$ cat config.mk
export PLATFORM = sky130hd
export DESIGN_NAME = dly_bridge
export DESIGN_NICKNAME = d
export VERILOG_FILES = /design/src/rtl/dly_bridge_pkg.sv /design/src/rtl/dly_win_match.sv /design/src/rtl/dly_resv_ctr.sv /design/src/rtl/dly_stamp_fifo.sv /design/src/rtl/dly_bridge.sv
export SDC_FILE = /design/constraint.sdc
export NUM_CORES = 1
export LEC_CHECK = 0
export BUFFER_PORTS_ARGS = -buffer_cell sky130_fd_sc_hd__buf_2
export CORE_ASPECT_RATIO = 0.6
export CORE_MARGIN = 2
export CORE_UTILIZATION = 50
export DETAILED_ROUTE_END_ITERATION = 10
export GPL_TIMING_DRIVEN = 0
export PLACE_DENSITY = 0.67
export SLEW_MARGIN = 5
export SYNTH_ARGS = -nofsm -noshare
export SYNTH_HDL_FRONTEND = slang
export SYNTH_SLANG_ARGS = --single-unit
export TNS_END_PERCENT = 30
$ cat constraint.sdc
create_clock -name clk -period 6.93 [get_ports clk]
set_input_delay 1.386 -clock clk [delete_from_list [all_inputs] [get_ports clk]]
set_output_delay 1.386 -clock clk [all_outputs]
set_load 0.01 [all_outputs]
$ cat src/rtl/dly_bridge_pkg.sv
package dly_bridge_pkg;
   localparam int STAMP_W = 32;
   typedef logic [STAMP_W-1:0] stamp_t;

   // wrap-safe "now has reached release time"
   function automatic logic stamp_due(input stamp_t now, input stamp_t rel);
      stamp_t diff;
      diff = now - rel;
      return !diff[STAMP_W-1];
   endfunction
endpackage

$ cat src/rtl/dly_win_match.sv
module dly_win_match #(
   parameter int AW      = 16,
   parameter int NUM_WIN = 2,
   parameter logic [NUM_WIN*AW-1:0] WIN_LO = '0,
   parameter logic [NUM_WIN*AW-1:0] WIN_HI = '1
) (
   input  logic [AW-1:0] addr,
   output logic          hit
);
   logic [NUM_WIN-1:0] hit_vec;

   for (genvar i = 0; i < NUM_WIN; i++) begin : g_win
      assign hit_vec[i] = (addr >= WIN_LO[i*AW +: AW]) && (addr <= WIN_HI[i*AW +: AW]);
   end

   assign hit = |hit_vec;
endmodule

$ cat src/rtl/dly_resv_ctr.sv
module dly_resv_ctr #(
   parameter int LIMIT = 2,
   localparam int CW = $clog2(LIMIT + 1)
) (
   input  logic          clk,
   input  logic          rst_n,
   input  logic          take,
   input  logic          give,
   output logic          full,
   output logic [CW-1:0] level
);
   logic [CW-1:0] lvl_q;

   always_ff @(posedge clk) begin
      if (!rst_n) lvl_q <= '0;
      else begin
         case ({take, give})
            2'b10:   lvl_q <= lvl_q + 1'b1;
            2'b01:   lvl_q <= lvl_q - 1'b1;
            default: lvl_q <= lvl_q;
         endcase
      end
   end

   assign level = lvl_q;
   assign full  = (lvl_q == CW'(LIMIT));

   p_resv_limit_r4: assert property (@(posedge clk) disable iff (!rst_n)
      lvl_q <= CW'(LIMIT));
   p_give_held_r5: assert property (@(posedge clk) disable iff (!rst_n)
      give |-> (lvl_q != '0));
endmodule

$ cat src/rtl/dly_stamp_fifo.sv
module dly_stamp_fifo
   import dly_bridge_pkg::*;
#(
   parameter int W     = 8,
   parameter int DEPTH = 4,
   parameter int DELAY = 1,
   localparam int PW = (DEPTH > 1) ? $clog2(DEPTH) : 1,
   localparam int CW = $clog2(DEPTH + 1)
) (
   input  logic          clk,
   input  logic          rst_n,
   input  stamp_t        now,
   input  logic          push,
   input  logic [W-1:0]  push_data,
   input  logic          pop,
   output logic          out_valid,
   output logic [W-1:0]  out_data,
   output logic [CW-1:0] count
);
   logic [W-1:0]  mem_q [DEPTH];
   stamp_t        rel_q [DEPTH];
   logic [PW-1:0] wp_q, rp_q;
   logic [CW-1:0] cnt_q;

   function automatic logic [PW-1:0] step(input logic [PW-1:0] p);
      return (p == PW'(DEPTH - 1)) ? '0 : p + 1'b1;
   endfunction

   always_ff @(posedge clk) begin
      if (push) begin
         mem_q[wp_q] <= push_data;
         rel_q[wp_q] <= now + stamp_t'(DELAY);
      end
   end

   always_ff @(posedge clk) begin
      if (!rst_n) begin
         wp_q  <= '0;
         rp_q  <= '0;
         cnt_q <= '0;
      end else begin
         if (push) wp_q <= step(wp_q);
         if (pop)  rp_q <= step(rp_q);
         case ({push, pop})
            2'b10:   cnt_q <= cnt_q + 1'b1;
            2'b01:   cnt_q <= cnt_q - 1'b1;
            default: cnt_q <= cnt_q;
         endcase
      end
   end

   assign out_valid = (cnt_q != '0) && stamp_due(now, rel_q[rp_q]);
   assign out_data  = mem_q[rp_q];
   assign count     = cnt_q;

   p_no_overflow_r3: assert property (@(posedge clk) disable iff (!rst_n)
      push |-> (cnt_q < CW'(DEPTH)));
   p_pop_head_r10: assert property (@(posedge clk) disable iff (!rst_n)
      pop |-> out_valid);
   p_hold_head_r7: assert property (@(posedge clk) disable iff (!rst_n)
      (out_valid && !pop) |=> (out_valid && $stable(out_data)));
endmodule

$ cat src/rtl/dly_bridge.sv
module dly_bridge
   import dly_bridge_pkg::*;
#(
   parameter int AW         = 16,
   parameter int DW         = 32,
   parameter int DELAY      = 3,
   parameter int REQ_LIMIT  = 4,
   parameter int RESP_LIMIT = 2,
   parameter int NUM_WIN    = 2,
   parameter logic [NUM_WIN*AW-1:0] WIN_LO = {16'h8000, 16'h0000},
   parameter logic [NUM_WIN*AW-1:0] WIN_HI = {16'h80FF, 16'h0FFF}
) (
   input  logic          clk,
   input  logic          rst_n,
   input  logic          up_req_valid,
   output logic          up_req_ready,
   input  logic [AW-1:0] up_req_addr,
   input  logic          up_req_write,
   input  logic          up_req_needs_resp,
   input  logic [DW-1:0] up_req_data,
   output logic          up_retry,
   output logic          up_range_err,
   output logic          dn_req_valid,
   input  logic          dn_req_ready,
   output logic [AW-1:0] dn_req_addr,
   output logic          dn_req_write,
   output logic          dn_req_needs_resp,
   output logic [DW-1:0] dn_req_data,
   input  logic          dn_rsp_valid,
   output logic          dn_rsp_ready,
   input  logic [AW-1:0] dn_rsp_addr,
   input  logic          dn_rsp_write,
   input  logic [DW-1:0] dn_rsp_data,
   output logic          up_rsp_valid,
   input  logic          up_rsp_ready,
   output logic [AW-1:0] up_rsp_addr,
   output logic          up_rsp_write,
   output logic [DW-1:0] up_rsp_data
);
   localparam int REQ_W = AW + DW + 2;
   localparam int RSP_W = AW + DW + 1;
   localparam int QCW   = $clog2(REQ_LIMIT + 1);
   localparam int RCW   = $clog2(RESP_LIMIT + 1);

   initial begin
      assert (DELAY >= 1)      else $error("DELAY must be at least 1");
      assert (REQ_LIMIT >= 1)  else $error("REQ_LIMIT must be at least 1");
      assert (RESP_LIMIT >= 1) else $error("RESP_LIMIT must be at least 1");
      assert (NUM_WIN >= 1)    else $error("NUM_WIN must be at least 1");
   end

   stamp_t           now_q;
   logic             hit, accept, req_push, req_pop, rsp_push, rsp_pop;
   logic             req_space, rsp_space, space_ok, resv_full;
   logic             pend_q, err_q;
   logic [QCW-1:0]   req_cnt;
   logic [RCW-1:0]   rsp_cnt, resv_lvl;
   logic [REQ_W-1:0] req_head;
   logic [RSP_W-1:0] rsp_head;

   always_ff @(posedge clk) begin
      if (!rst_n) now_q <= '0;
      else        now_q <= now_q + 1'b1;
   end

   dly_win_match #(.AW(AW), .NUM_WIN(NUM_WIN), .WIN_LO(WIN_LO), .WIN_HI(WIN_HI)) u_win (
      .addr (up_req_addr),
      .hit  (hit)
   );

   assign req_space    = (req_cnt < QCW'(REQ_LIMIT));
   assign rsp_space    = !resv_full;
   assign space_ok     = req_space && rsp_space;
   assign up_req_ready = !hit || (req_space && (!up_req_needs_resp || rsp_space));
   assign accept       = up_req_valid && up_req_ready;
   assign req_push     = accept && hit;
   assign req_pop      = dn_req_valid && dn_req_ready;
   assign dn_rsp_ready = (rsp_cnt < RCW'(RESP_LIMIT));
   assign rsp_push     = dn_rsp_valid && dn_rsp_ready;
   assign rsp_pop      = up_rsp_valid && up_rsp_ready;

   dly_resv_ctr #(.LIMIT(RESP_LIMIT)) u_resv (
      .clk   (clk),
      .rst_n (rst_n),
      .take  (req_push && up_req_needs_resp),
      .give  (rsp_pop),
      .full  (resv_full),
      .level (resv_lvl)
   );

   dly_stamp_fifo #(.W(REQ_W), .DEPTH(REQ_LIMIT), .DELAY(DELAY)) u_reqq (
      .clk       (clk),
      .rst_n     (rst_n),
      .now       (now_q),
      .push      (req_push),
      .push_data ({up_req_addr, up_req_write, up_req_needs_resp, up_req_data}),
      .pop       (req_pop),
      .out_valid (dn_req_valid),
      .out_data  (req_head),
      .count     (req_cnt)
   );

   dly_stamp_fifo #(.W(RSP_W), .DEPTH(RESP_LIMIT), .DELAY(DELAY)) u_rspq (
      .clk       (clk),
      .rst_n     (rst_n),
      .now       (now_q),
      .push      (rsp_push),
      .push_data ({dn_rsp_addr, dn_rsp_write, dn_rsp_data}),
      .pop       (rsp_pop),
      .out_valid (up_rsp_valid),
      .out_data  (rsp_head),
      .count     (rsp_cnt)
   );

   assign {dn_req_addr, dn_req_write, dn_req_needs_resp, dn_req_data} = req_head;
   assign {up_rsp_addr, up_rsp_write, up_rsp_data} = rsp_head;

   always_ff @(posedge clk) begin
      if (!rst_n) begin
         pend_q <= 1'b0;
         err_q  <= 1'b0;
      end else begin
         err_q <= accept && !hit;
         if (up_req_valid && !up_req_ready) pend_q <= 1'b1;
         else if (up_retry)                 pend_q <= 1'b0;
      end
   end

   assign up_retry     = pend_q && space_ok;
   assign up_range_err = err_q;

   p_rsp_in_resv_r5: assert property (@(posedge clk) disable iff (!rst_n)
      rsp_cnt <= resv_lvl);
   p_retry_pulse_r6: assert property (@(posedge clk) disable iff (!rst_n)
      up_retry |=> !up_retry);
   p_err_after_take_r9: assert property (@(posedge clk) disable iff (!rst_n)
      up_range_err |-> $past(up_req_valid && up_req_ready));
   p_full_refuse_r3: assert property (@(posedge clk) disable iff (!rst_n)
      (req_cnt == QCW'(REQ_LIMIT)) |-> !req_push);
endmodule

==> flow_metrics.env <==
export IMPL_syn_mean_instance_area_um2=18.1
export IMPL_synth_area_um2=21900
export IMPL_synth_top_family_by_area="multiplexers"
export IMPL_cp_depth=13
export IMPL_die_h_um=166
export IMPL_grt_first_pass_wirelength_um=69400
export IMPL_synthSimpleGateAreaFrac_pct=5.16
export IMPL_power_total_uw=6770
export IMPL_crit_slowest_cell="nor4_1"
export IMPL_drive_gt1_share_pct=29.5
export IMPL_ios=210
export IMPL_core_area_um2=43300
export IMPL_num_antenna_cells=0
export IMPL_drt_drc_violations_left=0
export IMPL_fmax_mhz=156
export IMPL_num_vias=11549
export IMPL_seq_area_frac_synth_pct=71.6
export IMPL_cts_setup_buffers=0
export IMPL_synth_fp_nets=1391
export IMPL_final_common_cell="edfxtp_1"
export IMPL_setup_viol=0
export IMPL_initial_utilization_pct=50.6
export IMPL_cts_buffers=49
export IMPL_cts_resized_gates=0
export IMPL_yosysTopAreaCell="edfxtp_1"
export IMPL_root_buffer="clkbuf_16"
export IMPL_required_ns=5.54
export IMPL_cts_sinks=540
export IMPL_synthArstFlopShare_pct=0
export IMPL_drt_pass1_iter_count=5
export IMPL_rsz0062_at_grt="no"
export IMPL_end_kind="primary output"
export IMPL_first_global_vias=11722
export IMPL_cts_buffer_depth=3
export IMPL_antenna_left=0
export IMPL_synthTopCellsByArea="edfxtp_1, mux4_2, dfxtp_1, ha_1, mux2_2"
export IMPL_synth_distinct_cells=55
export IMPL_hold_viol=0
export IMPL_final_nets=1659
export IMPL_crit_family="simple AND/OR/NAND/NOR gates"
export IMPL_track_usage_pct=20.3
export IMPL_cts_hold_fix_buffers=0
export IMPL_irDropWorstVdd_v=0.000188
export IMPL_final_cell_mix="edfxtp_1, buf_2, mux4_2"
export IMPL_synth_fa_ha_area_share_pct=4.08
export IMPL_area_growth_pct=16.0
export IMPL_fin_crit_sh_pct=92.4
export IMPL_slew_headroom_pct=27.7
export IMPL_port_buffers=209
export IMPL_crit_chain="clkbuf_1 -> buf_2 -> mux4_2 -> inv_1 -> ha_1 -> nand4_1 -> nor4_1 -> nand3_1 -> o32ai_2 -> nor2_1 -> xnor2_1 -> nor2_1 -> buf_2"
export IMPL_rr_worst_depth=17
export IMPL_fin_skew_ns=0.0122
export IMPL_die_area_um2=45600
export IMPL_cts_max_level=2
export IMPL_synth_xor_area_share_pct=2.56
export IMPL_gr_total_overflow=0
export IMPL_cts_tree="built"
export IMPL_grt_max_degree=60
export IMPL_tns_ns=0
export IMPL_cp_data_arrival_time_ns=5.02
export IMPL_cp_slowest_stage_delay_ns=0.92
export IMPL_synthFlopType="edfxtp_1"
export IMPL_hp_start="u_rspq.rp_q"
export IMPL_wl_um=45300
export IMPL_ys_warn_count=0
export IMPL_synth_edf_count=490
export IMPL_gp_congestion=0.807
export IMPL_power_density_nw_per_um2=266
export IMPL_antenna_found_initial=0
export IMPL_leakage_uw=0.00886
export IMPL_dpl_hpwl_um=30000
export IMPL_row_count=59
export IMPL_hold_path_class="reg -> reg"
export IMPL_synth_compound_area_share_pct=2.36
export IMPL_synth_seq_cells=540
export IMPL_viasPerCell=5.50
export IMPL_slew_viol_final=0
export IMPL_crit_buf_inv=4
export IMPL_synth_top_cell_area_share_pct=67.1
export IMPL_first_iter_violations=845
export IMPL_holdPathStages=2
export IMPL_crit_type="reg -> out"
export IMPL_synth_mux_area_fraction_pct=12.7
export IMPL_syn_inst=1215
export IMPL_worstSetupStartpointType="flip-flop"
export IMPL_cap_violations=0
export IMPL_tightest_slew_ns=1.09
export IMPL_clkTransAtPathRegs_ns=0.06
export IMPL_fin_crit_ns=6.40
export IMPL_status="complete, no violations"
export IMPL_clock_latency_ns=0.57
export IMPL_fp_dieW_um=274
export IMPL_crit_path_max_fanout=10
export IMPL_wire_per_inst_um=21.6
## worst paths after layout
kind	end	slack, ns
worst min register to register	u_rspq.rp_q	0.49
worst max-delay path	dn_req_valid	0.53
worst max register to register	u_reqq.count[2]	1.24
worst min-delay path	u_rspq.rp_q	0.49
## tightest hold or removal path: stages (launching register included)
cell	delay, ns
dfxtp_1	0.31
nand2_1	0.07
mux2i_1	0.06
## synth_stat cells (4+ instances only)
master / instances
xor2_1: 24
a21oi_1: 26
dfxtp_1: 50
nor2_1: 28
nand3_1: 21
inv_1: 41
a21boi_0: 5
and4_1: 9
nand4_1: 15
o21ai_0: 24
nor4_1: 4
a21o_1: 5
and2_1: 34
mux2_2: 49
or3_1: 9
mux2i_1: 39
nand2b_1: 7
a21boi_1: 5
nand2_1: 45
buf_2: 13
and3_1: 6
xnor2_1: 40
clkbuf_1: 27
nor3_1: 5
edfxtp_1: 490
mux4_2: 81
ha_1: 70
nor2b_1: 7
## flip-flops by register name (all words and copies together), names as in the netlist, named ones only
register and count:
now_q 32, u_reqq.rel_q 128, pend_q 1, u_reqq.count 3, up_range_err 1, u_reqq.mem_q 200, u_rspq.count 2, u_reqq.wp_q 2
u_resv.level 2, u_rspq.wp_q 1, u_reqq.rp_q 2, u_rspq.rel_q 64, u_rspq.rp_q 1, u_rspq.mem_q 98
## logic make-up (layout without fill, tap and decap cells)
group	count (synthesis)	in the layout
muxes	170	170
DFF	540	540
buffers and inverters	84	388
xor gates and xnor gates	64	64
adders and majority gates	71	71
AOI/OAI and AO/OA	80	80
and+or+nand+nor	206	206
## power breakdown
group	switching (uW)	internal (uW)
Clock	1150	1450
Combinational	274	197
Sequential	29.6	3670
## metal layers
metal  wire length, um  GRT usage, %  up-vias
met2             20600          30.8      275
met5                 0             0        -
met4               588          3.95        0
li1                  -             -     5297
met3              2390          3.08       52
met1             21700          31.5     5925
## layout make-up
cell class                      instances  area (um^2)
Fill cell                            3240        17900
Sequential cell                       540        15700
Multi-Input combinational cell        591         5910
Clock buffer                           62         1270
Timing Repair Buffer                  217         1250
Tap cell                              579          724
Clock inverter                         25          241
Buffer                                 42          181
Inverter                               42          158
## metrics by stage
stage | cells | hold WS [ns] | util (%) | cell area (um^2) | setup WS, ns
after floorplan | 1215 | 0.447 | - | 21900 | 1.53
after global placement | 2003 | 0.458 | 54.7 | 23700 | -1.11
after detailed placement | 2011 | 0.483 | 55.2 | 23900 | 1.15
after CTS | 2098 | 0.493 | 58.7 | 25500 | 0.514
after global routing | 2098 | 0.535 | 58.7 | 25500 | 0.248
final | 2098 | 0.493 | 58.7 | 25500 | 0.527
No activity file was read; power rests on OpenSTA's default activity.
